--- config.mk ---
export PLATFORM = sky130hd
export DESIGN_NAME = dma_quad
export DESIGN_NICKNAME = d
export VERILOG_FILES = /design/src/rtl/dma_pkg.sv /design/src/rtl/dma_prio.sv /design/src/rtl/dma_chan.sv /design/src/rtl/dma_quad.sv
export SDC_FILE = /design/constraint.sdc
export NUM_CORES = 2
export LEC_CHECK = 0
export ABC_AREA = 1
export BUFFER_PORTS_ARGS = -buffer_cell sky130_fd_sc_hd__buf_2
export CORE_MARGIN = 5
export CORE_UTILIZATION = 30
export DETAILED_ROUTE_END_ITERATION = 8
export GPL_TIMING_DRIVEN = 0
export PLACE_DENSITY = 0.5
export SLEW_MARGIN = 20
export SYNTH_ARGS = -nofsm -noshare
export SYNTH_HDL_FRONTEND = slang
export SYNTH_HIERARCHICAL = 1
export SYNTH_SLANG_ARGS = --single-unit
--- constraint.sdc ---
create_clock -name clk -period 4.3 [get_ports clk]
set_input_delay 0.215 -clock clk [delete_from_list [all_inputs] [get_ports clk]]
set_output_delay 0.215 -clock clk [all_outputs]
set_load 0.05 [all_outputs]
--- src/rtl/dma_pkg.sv ---
package dma_pkg;

    localparam int ADDR_W = 32;

    typedef enum logic [1:0] {
        ADJ_INC = 2'b00,
        ADJ_DEC = 2'b01,
        ADJ_FIX = 2'b10,
        ADJ_RLD = 2'b11
    } adj_e;

    typedef enum logic [1:0] {
        START_NOW = 2'b00,
        START_VBL = 2'b01,
        START_HBL = 2'b10,
        START_SPC = 2'b11
    } start_e;

    typedef enum logic [1:0] {
        SEL_SRC = 2'b00,
        SEL_DST = 2'b01,
        SEL_CNT = 2'b10,
        SEL_CTL = 2'b11
    } sel_e;

    typedef struct packed {
        logic       enable;   // [15]
        logic [5:0] rsvd;     // [14:9]
        logic       irq_en;   // [8]
        start_e     start;    // [7:6]
        logic       wide;     // [5]
        logic       rpt;      // [4]
        adj_e       src_adj;  // [3:2]
        adj_e       dst_adj;  // [1:0]
    } ctl_t;

    function automatic logic [ADDR_W-1:0] adj_addr(
        input logic [ADDR_W-1:0] a,
        input adj_e              mode,
        input logic              wide
    );
        logic [ADDR_W-1:0] stp;
        stp = wide ? ADDR_W'(4) : ADDR_W'(2);
        case (mode)
            ADJ_DEC: adj_addr = a - stp;
            ADJ_FIX: adj_addr = a;
            default: adj_addr = a + stp;
        endcase
    endfunction

    function automatic logic [ADDR_W-1:0] low_mask(input int bits);
        logic [ADDR_W-1:0] m;
        m = '0;
        for (int i = 0; i < ADDR_W; i++)
            if (i < bits) m[i] = 1'b1;
        return m;
    endfunction

endpackage

--- src/rtl/dma_prio.sv ---
module dma_prio #(
    parameter int N = 4
) (
    input  logic [N-1:0] busy,
    output logic [N-1:0] grant
);
    always_comb begin
        grant = '0;
        for (int i = N - 1; i >= 0; i--)
            if (busy[i]) grant = N'(1) << i;
    end
endmodule

--- src/rtl/dma_chan.sv ---
module dma_chan
    import dma_pkg::*;
#(
    parameter int SRC_BITS = 28,
    parameter int DST_BITS = 27,
    parameter int CNT_W    = 14,
    parameter bit FIFO_OK  = 1'b0
) (
    input  logic              clk,
    input  logic              rst,
    input  logic              wr_en,
    input  sel_e              wr_sel,
    input  logic [ADDR_W-1:0] wr_data,
    input  logic              hblank,
    input  logic              vblank,
    input  logic              fifo_req,
    input  logic              grant,
    input  logic              mem_ack,
    output logic              busy,
    output logic [ADDR_W-1:0] cur_src,
    output logic [ADDR_W-1:0] cur_dst,
    output logic              cur_wide,
    output logic              irq
);
    localparam logic [ADDR_W-1:0] SRC_MASK = low_mask(SRC_BITS);
    localparam logic [ADDR_W-1:0] DST_MASK = low_mask(DST_BITS);

    logic [ADDR_W-1:0] sad, dad, w_src, w_dst;
    logic [CNT_W-1:0]  cnt_prog, w_cnt;
    ctl_t              ctl, new_ctl;
    logic              in_prog;
    logic              fifo_mode, step, last, blank_hit;
    adj_e              dst_mode;

    assign new_ctl   = ctl_t'(wr_data[15:0]);
    assign fifo_mode = FIFO_OK && (ctl.start == START_SPC);
    assign dst_mode  = fifo_mode ? ADJ_FIX : ctl.dst_adj;
    assign step      = in_prog && grant && mem_ack;
    assign last      = (w_cnt == CNT_W'(1));
    assign blank_hit = (hblank && ctl.start == START_HBL) ||
                       (vblank && ctl.start == START_VBL);

    always_ff @(posedge clk) begin
        if (rst) begin
            sad      <= '0;
            dad      <= '0;
            w_src    <= '0;
            w_dst    <= '0;
            cnt_prog <= '0;
            w_cnt    <= '0;
            ctl      <= '0;
            in_prog  <= 1'b0;
            irq      <= 1'b0;
        end else begin
            irq <= 1'b0;
            if (step) begin
                w_src <= adj_addr(w_src, ctl.src_adj, ctl.wide) & SRC_MASK;
                w_dst <= adj_addr(w_dst, dst_mode, ctl.wide) & DST_MASK;
                w_cnt <= w_cnt - CNT_W'(1);
                if (last) begin
                    in_prog <= 1'b0;
                    irq     <= ctl.irq_en;
                    if (!ctl.rpt) ctl.enable <= 1'b0;
                end
            end
            if (!in_prog && ctl.enable && blank_hit) begin
                in_prog <= 1'b1;
                if (ctl.rpt) begin
                    w_cnt <= cnt_prog;
                    if (ctl.dst_adj == ADJ_RLD) w_dst <= dad;
                end
            end
            if (fifo_req && fifo_mode && ctl.enable && ctl.rpt) begin
                w_cnt    <= CNT_W'(4);
                ctl.wide <= 1'b1;
                in_prog  <= 1'b1;
            end
            if (wr_en) begin
                case (wr_sel)
                    SEL_SRC: sad      <= wr_data & SRC_MASK;
                    SEL_DST: dad      <= wr_data & DST_MASK;
                    SEL_CNT: cnt_prog <= wr_data[CNT_W-1:0];
                    default: begin
                        ctl <= new_ctl;
                        if (new_ctl.enable && !ctl.enable) begin
                            w_src   <= sad;
                            w_dst   <= dad;
                            w_cnt   <= cnt_prog;
                            in_prog <= (new_ctl.start == START_NOW);
                        end
                    end
                endcase
            end
        end
    end

    assign busy     = in_prog;
    assign cur_src  = w_src;
    assign cur_dst  = w_dst;
    assign cur_wide = ctl.wide;

    AST_SRC_IN_RANGE: assert property (@(posedge clk) disable iff (rst)
        (w_src & ~SRC_MASK) == '0);
    AST_DST_IN_RANGE: assert property (@(posedge clk) disable iff (rst)
        (w_dst & ~DST_MASK) == '0);
    AST_HOLD_NO_ACK: assert property (@(posedge clk) disable iff (rst)
        (in_prog && !mem_ack && !wr_en) |=> ($stable(w_src) && $stable(w_cnt)));
    AST_FIFO_DST_FIXED: assert property (@(posedge clk) disable iff (rst)
        (step && fifo_mode && !wr_en) |=> $stable(w_dst));
    AST_IRQ_ONE_CYCLE: assert property (@(posedge clk) disable iff (rst)
        irq |=> !irq);
endmodule

--- src/rtl/dma_quad.sv ---
module dma_quad
    import dma_pkg::*;
#(
    parameter int                 NUM_CH    = 4,
    parameter int                 SHORT_AW  = 27,
    parameter int                 LONG_AW   = 28,
    parameter int                 SHORT_CW  = 14,
    parameter int                 LONG_CW   = 16,
    parameter logic [NUM_CH-1:0]  FIFO_MASK = 4'b0110,
    localparam int                CH_W      = $clog2(NUM_CH)
) (
    input  logic              clk,
    input  logic              rst,
    input  logic              reg_we,
    input  logic [CH_W-1:0]   reg_ch,
    input  logic [1:0]        reg_sel,
    input  logic [31:0]       reg_wdata,
    input  logic              hblank,
    input  logic              vblank,
    input  logic [NUM_CH-1:0] fifo_req,
    output logic              mem_req,
    output logic [31:0]       mem_src,
    output logic [31:0]       mem_dst,
    output logic              mem_wide,
    input  logic              mem_ack,
    output logic [NUM_CH-1:0] busy,
    output logic [NUM_CH-1:0] irq
);
    logic [NUM_CH-1:0] grant;
    logic [NUM_CH-1:0] ch_wide;
    logic [ADDR_W-1:0] ch_src [NUM_CH];
    logic [ADDR_W-1:0] ch_dst [NUM_CH];

    for (genvar g = 0; g < NUM_CH; g++) begin : g_ch
        dma_chan #(
            .SRC_BITS (g == 0          ? SHORT_AW : LONG_AW),
            .DST_BITS (g == NUM_CH - 1 ? LONG_AW  : SHORT_AW),
            .CNT_W    (g == NUM_CH - 1 ? LONG_CW  : SHORT_CW),
            .FIFO_OK  (FIFO_MASK[g])
        ) u_chan (
            .clk      (clk),
            .rst      (rst),
            .wr_en    (reg_we && (reg_ch == CH_W'(g))),
            .wr_sel   (sel_e'(reg_sel)),
            .wr_data  (reg_wdata),
            .hblank   (hblank),
            .vblank   (vblank),
            .fifo_req (fifo_req[g]),
            .grant    (grant[g]),
            .mem_ack  (mem_ack),
            .busy     (busy[g]),
            .cur_src  (ch_src[g]),
            .cur_dst  (ch_dst[g]),
            .cur_wide (ch_wide[g]),
            .irq      (irq[g])
        );
    end

    dma_prio #(.N(NUM_CH)) u_prio (
        .busy  (busy),
        .grant (grant)
    );

    always_comb begin
        mem_src  = '0;
        mem_dst  = '0;
        mem_wide = 1'b0;
        for (int i = 0; i < NUM_CH; i++) begin
            if (grant[i]) begin
                mem_src  = mem_src | ch_src[i];
                mem_dst  = mem_dst | ch_dst[i];
                mem_wide = mem_wide | ch_wide[i];
            end
        end
    end

    assign mem_req = |grant;

    AST_ONE_GRANT: assert property (@(posedge clk) disable iff (rst)
        $onehot0(grant));
    AST_GRANT_IS_BUSY: assert property (@(posedge clk) disable iff (rst)
        (grant & ~busy) == '0);
    AST_REQ_WHEN_BUSY: assert property (@(posedge clk) disable iff (rst)
        mem_req == (busy != '0));
endmodule

==> reports/metrics.cfg <==
[critical_path]
path_max_fanout = 10
arrival_ps = 3290
critPathKind = reg -> out
rr_endpoint = g_ch[3].u_chan/cur_src[11]
r2r_cells = 10
end_kind = primary output
crit_path_start_kind = flip-flop
cp_data_required_time_ps = 4090
rrSetupSlack_ps = 840
reg2reg_from = g_ch[1].u_chan/busy

[pwr]
ir_worst_vdd_mv = 0.2394
p_sw_share_pct = 25.49
power_leakage_nw = 20.71
power_density_nw_per_um2 = 300.0
p_comb_share_pct = 6.8
p_sw_mw = 3.608
cell_internal_pwr_mw = 10.55
seqPwrFrac_pct = 43.0
pwr-share-clk_pct = 50.2

[synthesis]
synthesis.area_um2 = 41550
yosys-top-cells-area = dfxtp_1 31%, nand2_1 13%, a21oi_1 8.2%
synth-edff-count = 0
syn_inst = 6567
async_flop_share_pct = 0
seq_area_frac_synth_pct = 30.83
synth_common_cells = 1477 x nand2_1, 819 x nor2_1, 681 x a21oi_1
yosysMostFrequentCell = nand2_1
synth-warning-count = 6
synth-seq-cells = 640
synthFlopType = dfxtp_1
synth_top_cell_area_share_pct = 30.83
yosys.cell_types.count = 65
syn_avg_cell_area_um2 = 6.327
synthesis.nets = 6740
synth.largest_area_cell = dfxtp_1

[timing]
drv_slew = 0
finalHoldViolCount = 0
max_slew_margin_pct = 31.32
fmax_mhz = 285.6
period_share_pct = 81.43
tightest_slew_ps = 1025
setup_tns_ps = 0
fin_crit_ps = 3501
fin_skew_ps = 32.20
rsz0062_at_grt = no
setup_violations = 0

[global_route]
grt_pass1_vias = 41701
overflow = 0
grtUsageTotal_pct = 23.00
grt_max_degree = 27
antenna_found_initial = 8
grt_pass1_wl_um = 258300

[drt]
drc = 0
drtIter0Drc = 3982
drtPass1Iterations = 6
via_per_inst = 5.143
drt_wl_total_um = 175000
final_antenna_net_count = 0
wire_per_inst_um = 20.28
vias = 44370

[clock_network]
cts-root-buf = clkbuf_16
cts_tree = done
ctsResizeCount = 0
clock_latency_ps = 660
numCtsBuffers = 80
h-tree-depth = 3
clock-sinks = 640
clk_pin_slew_ps = 60
clockBufferDepth = 3

[placed_design]
io_buffers = 112
place_congestion = 0.9395
hpwl_um = 136100
place_inst = 8473
post_dp_cell_area_um2 = 44400

[job]
max_cap_viol_count = 0

[floorplan]
rows = 136
dieArea_um2 = 146100
initial_utilization_pct = 30.22
core_um2 = 137500
die_y_um = 382.2
die_w_um = 382.2
io_pins = 120

[finish]
stdcell_count = 8628
layout-drive-gt1-share_pct = 8.742
stdcell_area_um2 = 47180
seq_area_um2 = 12810
multiInputGateArea_um2 = 24700
syn2layout_area_growth_pct = 13.55
fill_cells = 15419
nNetsFinal = 6937

[hold_path]
hold_depth = 3
hp-class = in -> reg
min_to = g_ch[1].u_chan/cur_wide
min-delay-start = fifo_req[1]

[status]
status = complete, no violations

## through the flow
step	total power, mW	hold slack, ps	worst slack, ps	util [%]
2_1_floorplan	6.728	349.9	1224	-
3_3_place_gp	7.156	436.8	-257.8	32.26
3_5_place_dp	7.161	443.2	820.7	32.29
4_1_cts	14.28	17.36	900.3	34.31
5_1_grt	14.61	62.13	573.5	34.31
6_report	14.16	69.78	798.6	34.32
## sequential cells by signal, summed over array words and instances, names as in the netlist
name                  cells
g_ch.u_chan/dad         109
g_ch.u_chan/cnt_prog     58
g_ch.u_chan/irq           4
g_ch.u_chan/w_cnt        58
g_ch.u_chan/cur_wide      4
g_ch.u_chan/cur_dst     128
g_ch.u_chan/ctl          32
g_ch.u_chan/busy          4
g_ch.u_chan/cur_src     128
g_ch.u_chan/dst_mode      4
g_ch.u_chan/sad         111
## cell families after synthesis
logic type | Yosys count | synth area share, %
flops | 640 | 30.83
compound gates | 1579 | 20.48
simple gates | 3118 | 32.60
fa+ha+maj | 127 | 3.824
buf+inv | 995 | 9.828
xor+xnor | 108 | 2.430
## how the worst max path moves through the flow
stage                          startpoint                    endpoint  slack (ps)  cells after the start
global route        g_ch[3].u_chan/ctl[2]  g_ch[3].u_chan/cur_src[27]         570                     18
finish                g_ch[1].u_chan/busy                  mem_src[0]         800                     10
detailed placement              reg_ch[1]  g_ch[2].u_chan/cur_dst[24]         820                     13
floorplan           g_ch[2].u_chan/ctl[2]  g_ch[2].u_chan/cur_src[13]        1220                     14
CTS                   g_ch[1].u_chan/busy                  mem_src[0]         900                     10
global placement    g_ch[3].u_chan/ctl[2]  g_ch[3].u_chan/cur_src[27]        -260                     18
## placed cells by master, fill, tap and decap left out, types with 71 or more instances in the layout
cell       instances
a21oi_1          681
a41oi_1           71
buf_2            156
clkbuf_1         191
clkbuf_16         84
dfxtp_1          640
ha_1             127
inv_1            669
nand2_1         1477
nand2_2           94
nand3_1          423
nor2_1           815
o21ai_0          676
## metal layers
layer	track usage, %	part of all wire, %	up-vias
li1	-	-	22016
met4	6.425	2.9	2
met1	31.47	45	20709
met3	3.741	7.4	227
met5	0	0.0069	-
met2	37.47	45	1416
## timing repair
action	CTS	global route
endpoints found under the hold margin	18	0
buffers inserted	0	0
endpoints found under the setup margin	0	0
hold buffers	3	0
## cell type report
| type | count | area share [%] |
|---|---|---|
| Antenna cell | 5 | 0.02652 |
| Buffer | 273 | 2.901 |
| Clock buffer | 122 | 5.118 |
| Clock inverter | 25 | 0.6921 |
| Inverter | 722 | 5.755 |
| Multi-Input combinational cell | 4932 | 52.34 |
| Sequential cell | 640 | 27.16 |
| Tap cell | 1794 | 4.757 |
| Timing Repair Buffer | 115 | 1.252 |
## power by group through the flow
| stage | registers (mW) | clock network (mW) | logic, mW |
|---|---|---|---|
| 2_1_floorplan | 6.20 | 0 | 0.532 |
| 3_3_place_gp | 6.22 | 0 | 0.938 |
| 3_5_place_dp | 6.22 | 0 | 0.941 |
| 4_1_cts | 6.09 | 7.24 | 0.948 |
| 5_1_grt | 6.10 | 7.47 | 1.04 |
| 6_report | 6.09 | 7.11 | 0.957 |
## worst max-delay path, cell delays in order (launching register included)
cell	delay, ps
dfxtp_1	400
inv_2	90
nand2_1	260
nor2_1	430
buf_4	330
buf_4	260
nand2_1	70
nand2_1	270
inv_1	90
nand2_1	150
buf_2	290
Note: power is estimated with default switching activity, not from simulation.
